**config.mk**
```make
export PLATFORM = sky130hd
export DESIGN_NAME = dual_preset_countdown
export DESIGN_NICKNAME = d
export VERILOG_FILES = /design/src/rtl/countdown_pkg.sv /design/src/rtl/cd_start_select.sv /design/src/rtl/cd_bcd_digit.sv /design/src/rtl/dual_preset_countdown.sv
export SDC_FILE = /design/constraint.sdc
export NUM_CORES = 1
export LEC_CHECK = 0
export CORE_AREA = 5 5 42 44
export CTS_CLUSTER_SIZE = 25
export DETAILED_ROUTE_END_ITERATION = 7
export DIE_AREA = 0 0 47 49
export GPL_ROUTABILITY_DRIVEN = 0
export GPL_TIMING_DRIVEN = 0
export PLACE_DENSITY = 0.77
export SYNTH_ARGS = -nofsm -noshare
export SYNTH_HDL_FRONTEND = slang
export SYNTH_SLANG_ARGS = --single-unit
```
**constraint.sdc**
```tcl
create_clock -name clk_i -period 1.45 [get_ports clk_i]
set_input_delay 0.2175 -clock clk_i [delete_from_list [all_inputs] [get_ports clk_i]]
set_output_delay 0.2175 -clock clk_i [all_outputs]
set_load 0.05 [all_outputs]
```
**src/rtl/countdown_pkg.sv**
```systemverilog
package countdown_pkg;

  typedef enum logic [1:0] {
    CD_IDLE = 2'd0,
    CD_RUN  = 2'd1,
    CD_DONE = 2'd2
  } cd_state_e;

  // Packs a binary seconds value into BCD nibbles, low digit in bits 3:0.
  function automatic logic [31:0] secs_to_bcd(input int unsigned secs);
    logic [31:0] r;
    int unsigned v;
    r = '0;
    v = secs;
    for (int i = 0; i < 8; i++) begin
      r[4*i +: 4] = 4'(v % 10);
      v = v / 10;
    end
    return r;
  endfunction

endpackage

```
**src/rtl/cd_start_select.sv**
```systemverilog
module cd_start_select (
  input  logic start_long_i,
  input  logic start_short_i,
  input  logic allow_i,
  output logic load_o,
  output logic pick_long_o
);
  // The long preset wins a tie.
  assign load_o      = allow_i && (start_long_i || start_short_i);
  assign pick_long_o = start_long_i;
endmodule

```
**src/rtl/cd_bcd_digit.sv**
```systemverilog
module cd_bcd_digit (
  input  logic [3:0] digit_i,
  input  logic       borrow_i,
  output logic [3:0] digit_o,
  output logic       borrow_o
);
  always_comb begin
    digit_o  = digit_i;
    borrow_o = 1'b0;
    if (borrow_i) begin
      if (digit_i == 4'd0) begin
        digit_o  = 4'd9;
        borrow_o = 1'b1;
      end else begin
        digit_o = digit_i - 4'd1;
      end
    end
  end

  // A valid decimal digit in gives a valid decimal digit out.
  always_comb begin
    if (digit_i <= 4'd9) begin
      p_digit_range_r5: assert (digit_o <= 4'd9);
    end
  end
endmodule

```
**src/rtl/dual_preset_countdown.sv**
```systemverilog
module dual_preset_countdown #(
  parameter int unsigned DIGITS        = 2,
  parameter int unsigned LONG_SECONDS  = 20,
  parameter int unsigned SHORT_SECONDS = 5
) (
  input  logic                clk_i,
  input  logic                rst_ni,
  input  logic                tick_i,
  input  logic                start_long_i,
  input  logic                start_short_i,
  output logic [4*DIGITS-1:0] count_bcd_o,
  output logic                active_o,
  output logic                timeup_o
);
  import countdown_pkg::*;

  localparam int unsigned CW = 4 * DIGITS;
  localparam logic [31:0] LONG_FULL  = secs_to_bcd(LONG_SECONDS);
  localparam logic [31:0] SHORT_FULL = secs_to_bcd(SHORT_SECONDS);
  localparam logic [CW-1:0] LONG_BCD  = LONG_FULL[CW-1:0];
  localparam logic [CW-1:0] SHORT_BCD = SHORT_FULL[CW-1:0];
  localparam logic [CW-1:0] ONE_BCD   = CW'(1);

  cd_state_e     state_q;
  logic [CW-1:0] count_q;
  logic [CW-1:0] count_dec;
  logic [DIGITS:0] borrow;
  logic          load, pick_long, dec, last;

  cd_start_select u_sel (
    .start_long_i (start_long_i),
    .start_short_i(start_short_i),
    .allow_i      (state_q != CD_RUN),
    .load_o       (load),
    .pick_long_o  (pick_long)
  );

  assign borrow[0] = 1'b1;

  for (genvar g = 0; g < DIGITS; g++) begin : g_digit
    cd_bcd_digit u_dig (
      .digit_i (count_q[4*g +: 4]),
      .borrow_i(borrow[g]),
      .digit_o (count_dec[4*g +: 4]),
      .borrow_o(borrow[g+1])
    );
  end

  assign dec  = (state_q == CD_RUN) && tick_i;
  assign last = (count_q == ONE_BCD);

  always_ff @(posedge clk_i or negedge rst_ni) begin
    if (!rst_ni) begin
      state_q <= CD_IDLE;
      count_q <= '0;
    end else if (load) begin
      state_q <= CD_RUN;
      count_q <= pick_long ? LONG_BCD : SHORT_BCD;
    end else if (dec) begin
      count_q <= count_dec;
      if (last) state_q <= CD_DONE;
    end
  end

  assign count_bcd_o = count_q;
  assign active_o    = (state_q == CD_RUN);
  assign timeup_o    = (state_q == CD_DONE);

  // a start of the long preset from rest loads it.
  p_load_long_r2: assert property (@(posedge clk_i) disable iff (!rst_ni)
    (!active_o && start_long_i) |=> (count_bcd_o == LONG_BCD && active_o && !timeup_o));

  // the short preset alone loads the short value.
  p_load_short_r3: assert property (@(posedge clk_i) disable iff (!rst_ni)
    (!active_o && start_short_i && !start_long_i) |=> (count_bcd_o == SHORT_BCD && active_o));

  // a running count without a tick holds, whatever the start pins do.
  p_hold_r6: assert property (@(posedge clk_i) disable iff (!rst_ni)
    (active_o && !tick_i) |=> ($stable(count_bcd_o) && active_o));

  // a running decrement never borrows out of the top digit.
  p_no_underflow_r7: assert property (@(posedge clk_i) disable iff (!rst_ni)
    dec |-> !borrow[DIGITS]);

  // time-up latches at zero until a start.
  p_timeup_hold_r8: assert property (@(posedge clk_i) disable iff (!rst_ni)
    (timeup_o && !start_long_i && !start_short_i) |=> (timeup_o && count_bcd_o == '0));

  // at rest, a tick alone changes nothing.
  p_idle_tick_r10: assert property (@(posedge clk_i) disable iff (!rst_ni)
    (!active_o && !start_long_i && !start_short_i) |=> ($stable(count_bcd_o) && !active_o));
endmodule

```
# After elaboration in Yosys (flattened, before gate mapping)
# Index checks and enable logic that the tools add are counted.
dict set report totals {
  input_bits 5
  regBits 10
  out_inout_bits 10
  wordCells 29
}
dict set report classes {
  mux 10
  addsub 2
  eq_ne 4
  reduce_logical 10
}
# op count
set ops {}
lappend ops {{$mux 8} 2}
lappend ops {{$mux 4} 3}
lappend ops {{$eq 8x1->1 const B} 1}
lappend ops {{$logic_not 4->1} 2}
lappend ops {{$sub 4x1->4 const B} 2}
lappend ops {{$mux 2} 3}
lappend ops {{$mux 6} 1}
lappend ops {{$reduce_bool 2->1} 3}
lappend ops {{$reduce_and 2->1} 2}
lappend ops {{$eq 2x1->1 const B} 1}
lappend ops {{$eq 2x2->1 const B} 1}
lappend ops {{$logic_and 1x1->1} 2}
lappend ops {{$ne 2x1->1 const B} 1}
lappend ops {{$logic_or 1x1->1} 1}
lappend ops {{$mux 1} 1}

# Depth between registers and ports, before layout
# Gate-level depths: netlist (run 1).
dict set report logic_depth {
  depth_word 5
  ltp_mapped 5
  mapped_depth_nobuf 5
}

# Modules after synthesis
# From an unflattened synthesis (run 1), not the netlist that was laid out.
dict set report unflattened {
  cells_unflattened 73
  hier_area_um2 635.6
}
# mod seq_area_each_um2 n_inst area_each_um2 cells_per_inst
set by_module_without_submodules {}
lappend by_module_without_submodules {dual_preset_countdown 250.2 1 462.9 49}
lappend by_module_without_submodules {cd_bcd_digit 0.0 2 78.8 11}
lappend by_module_without_submodules {cd_start_select 0.0 1 15.0 2}

# Worst setup path before layout (run 1)
# OpenSTA, ideal clock, no wires.
dict set report synth_path {
  path_kind {register -> register}
  from {reg count_q[1], in the netlist count_bcd_o[1]}
  to {reg count_q[6], in the netlist count_bcd_o[6]}
  period_less_slack_ps 1470
  path_slack_ps -20
  stages_incl_launch_ff 5
  t_arrival_ps 1345
  n_path_buf 0
  t_required_ps 1325
  setup_ps 125
  path_cell_list {dfrtp_1 nor2_1 nand3_4 o311ai_2 nand2_1}
}
dict set report synth_between {
  elab_chain_len 4
}
# element line
set synth_lines {}
lappend synth_lines {{start, declared} dual_preset_countdown.sv:25} ;# logic [CW-1:0] count_q;
lappend synth_lines {{start signal, assigned} dual_preset_countdown.sv:58} ;# count_q <= pick_long ? LONG_BCD : SHORT_BCD;
lappend synth_lines {{start signal, assigned} dual_preset_countdown.sv:60} ;# count_q <= count_dec;
lappend synth_lines {{$logic_not 4->1} cd_bcd_digit.sv:11} ;# if (digit_i == 4'd0) begin
lappend synth_lines {{$mux 1} cd_bcd_digit.sv:11}
lappend synth_lines {{$reduce_bool 2->1 (no source line)} n/a}
lappend synth_lines {{$reduce_and 2->1 (no source line)} n/a}
# Every way passes these cells.
# A chain may end at the register's enable or synchronous reset.

# Worst setup path in the final report (run 1)
dict set report layout_path {
  from {reg state_q[1]}
  to {out active_o}
}
dict set report layout_between {
  elab_chain_len 1
}
# element line
set layout_lines {}
lappend layout_lines {{start, declared} dual_preset_countdown.sv:24} ;# cd_state_e state_q;
lappend layout_lines {{start signal, assigned} dual_preset_countdown.sv:54} ;# state_q <= CD_IDLE;
lappend layout_lines {{start signal, assigned} dual_preset_countdown.sv:57} ;# state_q <= CD_RUN;
lappend layout_lines {{start signal, assigned} dual_preset_countdown.sv:61} ;# if (last) state_q <= CD_DONE;
lappend layout_lines {{$eq 2x1->1} dual_preset_countdown.sv:66} ;# assign active_o = (state_q == CD_RUN);
lappend layout_lines {{end, declared} dual_preset_countdown.sv:12} ;# output logic active_o,
# Every way passes these cells.

==> qor.log, run 1 <==
qor: synthesis.yosys_warning_total 0
qor: worst_setup_path.crit_path_max_fanout 4
qor: worst_setup_path.worstSetupEndpointType output port
qor: clock_network.postCtsHoldBufs 0
qor: floorplan.floorplan.initialDensity 39.91%
qor: outcome.status finished, final reports clean
qor: route.detailroute.via_count 505
qor: clock_network.htree_num_levels 1
qor: worst_setup_path.data_required_time_at_the_worst_endpoint 1.23 ns
qor: synthesis.postSynthCellCount 56
qor: sta.timing.final.max_slew_violations 0
qor: sta.rsz_0062_raised_after_global_routing false
qor: sta.relative_slew_slack 70.44%
qor: clock_network.cts_num_sinks 10
qor: global_routing.grt_pass1_wl 2042 um
qor: synthesis.dominantRegCellSynth dfrtp_1
qor: worst_hold_path.timing.hold.worst.class input pin to asynchronous set/reset pin
qor: worst_setup_path.critPathArrivalTime 1.16 ns
qor: worst_setup_path.ff2ff_setup_slack 0.14 ns
qor: power_and_ir_drop.static-leakage-power 0.3268 nW
qor: floorplan.dieHeight 49 um
qor: placement.hpwlAfterDp 900.5 um
qor: route.ant_nets 0
qor: sta.max_freq 728.3 MHz
qor: sta.fin_crit_sh 94.70%
qor: synthesis.mappedNetlistNets 61
qor: floorplan.fp.coreArea 0.001401 mm^2
qor: synthesis.syn_avg_cell_area 9.987 um^2
qor: clock_network.cts_made_buffers 3
qor: final_layout.syn_to_layout_area_delta 28.41%
qor: clock_network.cts.reportedPaths.clkPinSlew 0.06 ns
qor: synthesis.number_of_enable_type_register_cells_in_the_synthesized_netlist 0
qor: route.route.detailed.vias_per_inst 5.674
qor: sta.setup_slack 0.07686 ns
qor: worst_setup_path.worstSetupPathType register to output port
qor: clock_network.cts_max_path_buffers 2
qor: route.drtIter0Drc 16
qor: final_layout.final_layout_size_suffix_gt1_share 32.88%
qor: sta.setup_viol 0
qor: synthesis.number_of_library_cell_types_mapped_by_synthesis 28
qor: sta.timing.final.hold_violations 0
qor: route.firstDrtPassIters 3
qor: final_layout.seq_area 250.2 um^2
qor: final_layout.fin_nets 80
qor: final_layout.number_of_fill_cells_in_the_layout 143
qor: synthesis.synth.ff_latch_count 10
qor: route.post_drt_wl_per_cell 13.29 um
qor: sta.timing.setup.tns 0 ns
qor: synthesis.yosysSeqAreaShare 44.74%
qor: placement.port-buffer-count 14
qor: placement.placedInstanceArea 721.9 um^2
qor: sta.worst_pin_slew 0.4420 ns
qor: global_routing.antenna_found_initial 0
qor: final_layout.final_core_utilization 51.25%
qor: placement.dpl_worst_slack -0.2835 ns
qor: synthesis.async_flop_share 100.0%
qor: sta.fin_crit_period 1.373 ns
qor: power_and_ir_drop.power_per_cell_area 2568 mW/mm^2
qor: floorplan.floorplan.die_area 0.002303 mm^2
qor: synthesis.synthesis.area 559.3 um^2
qor: clock_network.worstSkewPairLatency 0.25 ns
qor: worst_setup_path.cp-start-kind register
qor: clock_network.tritoncts built
qor: global_routing.grtUsageTotal 11.81%
qor: floorplan.std_cell_rows 14
qor: final_layout.finalInstanceArea 718.2 um^2
qor: route.wl 1183 um
qor: power_and_ir_drop.ir_drop_worst_case_vdd 1.217 mV
qor: sta.timing.clock.skew 0.001530 ns
qor: global_routing.grt_pass1_vias 449
qor: global_routing.grt_overflow 0
qor: global_routing.grt_max_degree 11
qor: final_layout.insertedDiodeCount 0
qor: floorplan.ios 15
qor: clock_network.clockRootBuffer clkbuf_4
qor: floorplan.chipWidth 47 um
qor: flow_run.maxCapViolCount 0
qor: final_layout.total_area_of_multi_input_combinational_cells 297.8 um^2
qor: sta.timing.hold.ws 0.2717 ns
qor: route.drcViolationCount 0
## metrics by stage
stage	power, mW	instances
after floorplan	1.385	56
after global placement	1.714	86
after detailed placement	1.736	86
after CTS	1.866	89
after global routing	1.979	89
final	1.844	89
## layer usage
metal	vias up	track usage, %	part of all wire [%]
li1	243	-	-
met1	251	17.69	48
met2	9	15.84	48
met3	2	3.321	4.1
met4	0	4.147	0.85
met5	-	0	0
## cells in the mapped netlist, types with 2 or more instances
cell type,n,area share (%)
dfrtp_1,10,45
o22ai_1,2,2.2
nand2_1,6,4.0
xor2_1,2,3.1
o21ai_0,5,4.5
nor2_1,7,4.7
inv_1,3,2.0
## sequential cells by signal, indices dropped and copies added (netlist names)
register     flops
count_bcd_o      8
state_q          2
## critical path, stage by stage, from the launching register on
cell and delay [ns]:
dfrtp_1 0.40, nand2b_4 0.17, inv_1 0.09, clkbuf_4 0.24
## where the power goes
group	internal [mW]	switching [mW]	total, mW
clock	0.0954	0.0849	0.180
sequential	0.394	0.175	0.569
combinational	0.352	0.743	1.10
total	0.841	1.00	1.84
## area by class of cell
class / count / share of cell area [%]
multi-input cells: 42 / 41.46
flip-flops and latches: 10 / 34.84
repair buffers: 14 / 14.63
clock buffers: 3 / 3.136
well taps: 16 / 2.787
plain buffers: 1 / 1.568
inverters: 3 / 1.568
## layout by cell type, fill, tap and decap left out, types with 2 or more instances in the layout
cell type        count
dfrtp_1             10
nand2_1              6
nor2_1               6
clkbuf_2             6
o21ai_0              5
clkbuf_4             4
clkdlybuf4s50_1      4
inv_1                3
xor2_1               2
o22ai_1              2
clkdlybuf4s15_2      2
## cells by family (layout without fill, tap and decap cells)
| kind of cell | after synthesis | count (layout) | share of synthesized area [%] |
|---|---|---|---|
| flip-flops | 10 | 10 | 44.74 |
| XOR/XNOR | 2 | 2 | 3.133 |
| AND/OR/NAND/NOR | 22 | 22 | 24.61 |
| buffers and inverters | 4 | 21 | 4.027 |
| AO/OA/AOI/OAI | 18 | 18 | 23.49 |
## repair_timing
item	4_1_cts	5_1_grt
gates cloned	0	0
setup buffers	0	0
gates resized for setup	27	10
endpoints found under the setup margin	11	8
## worst paths after layout
| path | startpoint | to | depth (start not counted) |
|---|---|---|---|
| setup / recovery | state_q[1] | active_o | 3 |
| hold / removal | rst_ni | state_q[1] | 1 |
| setup reg to reg | state_q[1] | count_bcd_o[6] | 5 |
| hold reg to reg | state_q[1] | state_q[1] | 1 |
| max in group asynchronous | rst_ni | count_bcd_o[1] | 1 |
| min in group clk_i | state_q[1] | state_q[1] | 1 |
No activity file was read; power rests on OpenSTA's default activity.
==> run 2, diff against run 1 <==
--- a/config.mk
+++ b/config.mk
@@ -5,13 +5,15 @@
 export SDC_FILE = /design/constraint.sdc
 export NUM_CORES = 1
 export LEC_CHECK = 0
-export CORE_AREA = 5 5 42 44
+export CAP_MARGIN = 20
+export CORE_MARGIN = 5
+export CORE_UTILIZATION = 45
 export CTS_CLUSTER_SIZE = 25
 export DETAILED_ROUTE_END_ITERATION = 7
-export DIE_AREA = 0 0 47 49
 export GPL_ROUTABILITY_DRIVEN = 0
 export GPL_TIMING_DRIVEN = 0
-export PLACE_DENSITY = 0.77
+export PLACE_DENSITY = 0.79
 export SYNTH_ARGS = -nofsm -noshare
 export SYNTH_HDL_FRONTEND = slang
+export SYNTH_HIERARCHICAL = 1
 export SYNTH_SLANG_ARGS = --single-unit
==> run 2 against run 1 <==
  * The run now ends with setup timing left
  * Critical path depth grew 4
  * Clock power grew 43%
  * Combinational power grew 21%
  * Cell area grew 28%
  * Worst setup slack lost 0.28 ns
  * Critical path type is now register to register
  * Largest power group unchanged
==> qor.log, run 2 <==
qor: outcome.status finished with violations
qor: outcome.failed_checks setup timing
qor: sta.timing.hold.ws 0.2758 ns
qor: global_routing.antenna_found_initial 0
qor: final_layout.seq_area 255.2 um^2
qor: global_routing.grt_overflow 0
qor: final_layout.fin_nets 104
qor: global_routing.grt_max_degree 11
qor: route.wl 1574 um
qor: sta.fin_crit_sh 114.2%
qor: sta.rsz_0062_raised_after_global_routing true
qor: power_and_ir_drop.totalPowerFinal 2.144 mW
qor: floorplan.ios 15
qor: sta.fin_crit_period 1.656 ns
qor: final_layout.insertedDiodeCount 0
qor: clock_network.cts_max_path_buffers 2
qor: floorplan.std_cell_rows 13
qor: clock_network.postCtsHoldBufs 0
qor: clock_network.tritoncts built
qor: placement.dpl_worst_slack -0.2687 ns
qor: power_and_ir_drop.ir_drop_worst_case_vdd 1.338 mV
qor: worst_setup_path.worstSetupEndpointType register
qor: sta.max_freq 603.9 MHz
qor: flow_run.maxCapViolCount 0
qor: route.detailroute.via_count 612
qor: global_routing.grtUsageTotal 17.04%
qor: synthesis.yosys_warning_total 6
qor: clock_network.htree_num_levels 1
qor: route.drcViolationCount 0
qor: worst_setup_path.crit_path_max_fanout 4
qor: final_layout.mostFrequentLayoutCell nand2_1
qor: final_layout.post_layout_nonfiller_instances 113
qor: final_layout.total_area_of_multi_input_combinational_cells 394.1 um^2
qor: synthesis.synthesis.area 629.4 um^2
qor: route.post_drt_wl_per_cell 13.93 um
qor: global_routing.grt_pass1_wl 2580 um
qor: floorplan.chipWidth 47.40 um
qor: placement.port-buffer-count 14
qor: global_routing.grt_pass1_vias 595
qor: worst_setup_path.critPathArrivalTime 1.86 ns
qor: route.drtIter0Drc 14
qor: clock_network.cts_num_sinks 10
qor: clock_network.worstSkewPairLatency 0.26 ns
qor: worst_setup_path.worstSetupPathType register to register
qor: power_and_ir_drop.power_per_cell_area 2328 mW/mm^2
qor: clock_network.cts.reportedPaths.clkPinSlew 0.07 ns
qor: synthesis.postSynthCellCount 72
qor: placement.hpwlAfterDp 981.2 um
qor: sta.setup_slack -0.2060 ns
qor: route.route.detailed.vias_per_inst 5.416
qor: route.ant_nets 0
qor: final_layout.number_of_fill_cells_in_the_layout 104
qor: floorplan.floorplan.die_area 0.002246 mm^2
qor: worst_hold_path.timing.hold.worst.class input pin to asynchronous set/reset pin
qor: route.firstDrtPassIters 4
qor: final_layout.final_core_utilization 69.90%
qor: sta.timing.final.max_slew_violations 0
qor: placement.number_of_placed_instances_taps_included 102
qor: power_and_ir_drop.static-leakage-power 0.4179 nW
qor: sta.setup_viol 5
qor: final_layout.layout_common_cells 14 x nand2_1, 6 x dfrtp_1, 6 x buf_4
qor: floorplan.fp.coreArea 0.001318 mm^2
qor: worst_setup_path.data_required_time_at_the_worst_endpoint 1.65 ns
qor: worst_setup_path.cp-start-kind register
qor: floorplan.floorplan.initialDensity 47.77%
qor: clock_network.clockRootBuffer clkbuf_4
qor: synthesis.syn_avg_cell_area 8.741 um^2
qor: final_layout.largest_reg_flops 8
qor: final_layout.final_layout_size_suffix_gt1_share 39.80%
qor: sta.timing.final.hold_violations 0
qor: floorplan.dieHeight 47.40 um
qor: sta.timing.clock.skew 0.001478 ns
qor: final_layout.syn_to_layout_area_delta 46.32%
qor: clock_network.cts_made_buffers 3
run 2: cell count changes in the layout (fill, tap and decap cells not counted), sizes merged, moves of 3 or more:
cell | before | now
a21oi | 1 | 8
buf | 2 | 11
clkbuf | 10 | 7
nand2 | 6 | 14
nor2 | 7 | 4
nor3 | 1 | 5
o21ai | 6 | 3
run 2: through the flow:
step	setup TNS, ns	area [um^2]
after floorplan	-0.6462	653.1
after global placement	-0.7274	812.0
after detailed placement	-0.8907	812.0
after CTS	-0.6789	933.4
after global routing	-0.9862	920.9
final	-0.6056	920.9
run 2: cell type report:
class                      count  area share [%]
timing repair buffer          21           19.84
tap                           15           2.038
clock buffer                   4           3.940
multi-input combinational     58           42.80
inverter                       2          0.8152
sequential                    10           27.72
buffer                         3           2.853
run 2: routing by layer:
metal | wire [um] | GRT usage (%)
met1 | 630 | 19.62
met2 | 868 | 30.48
met3 | 67 | 2.299
met4 | 8 | 8.287
met5 | 0 | 0
run 2: power by group:
part	switching, mW	internal (mW)	total (mW)
logic	0.809	0.522	1.33
registers	0.162	0.395	0.557
clock network	0.105	0.152	0.257
total	1.08	1.07	2.14
run 2: worst max-delay path, cell delays in order, from the launching register on:
cell and delay (ns):
dfrtp_2 0.42, nand2b_4 0.16, nor4_4 0.21, nand2b_4 0.09, or4b_1 0.47, nand2_1 0.08, nand2_1 0.06, a21oi_2 0.11
run 2: final timing paths:
| check | startpoint | endpoint | slack [ns] | cells past startpoint |
|---|---|---|---|---|
| min in group clk_i | state_q[0] | state_q[0] | 0.57 | 1 |
| setup reg to reg | count_bcd_o[0] | count_bcd_o[6] | -0.21 | 7 |
| hold reg to reg | state_q[0] | state_q[0] | 0.57 | 1 |
| max in group asynchronous | rst_ni | count_bcd_o[1] | 0.82 | 1 |
| hold / removal | rst_ni | state_q[0] | 0.28 | 1 |
| setup / recovery | count_bcd_o[0] | count_bcd_o[6] | -0.21 | 7 |
run 2: timing repair:
item                                    4_1_cts  5_1_grt
setup buffers                                 7        0
endpoints found under the setup margin       14       10
pin swaps                                     5        4
resized for setup                            30        9
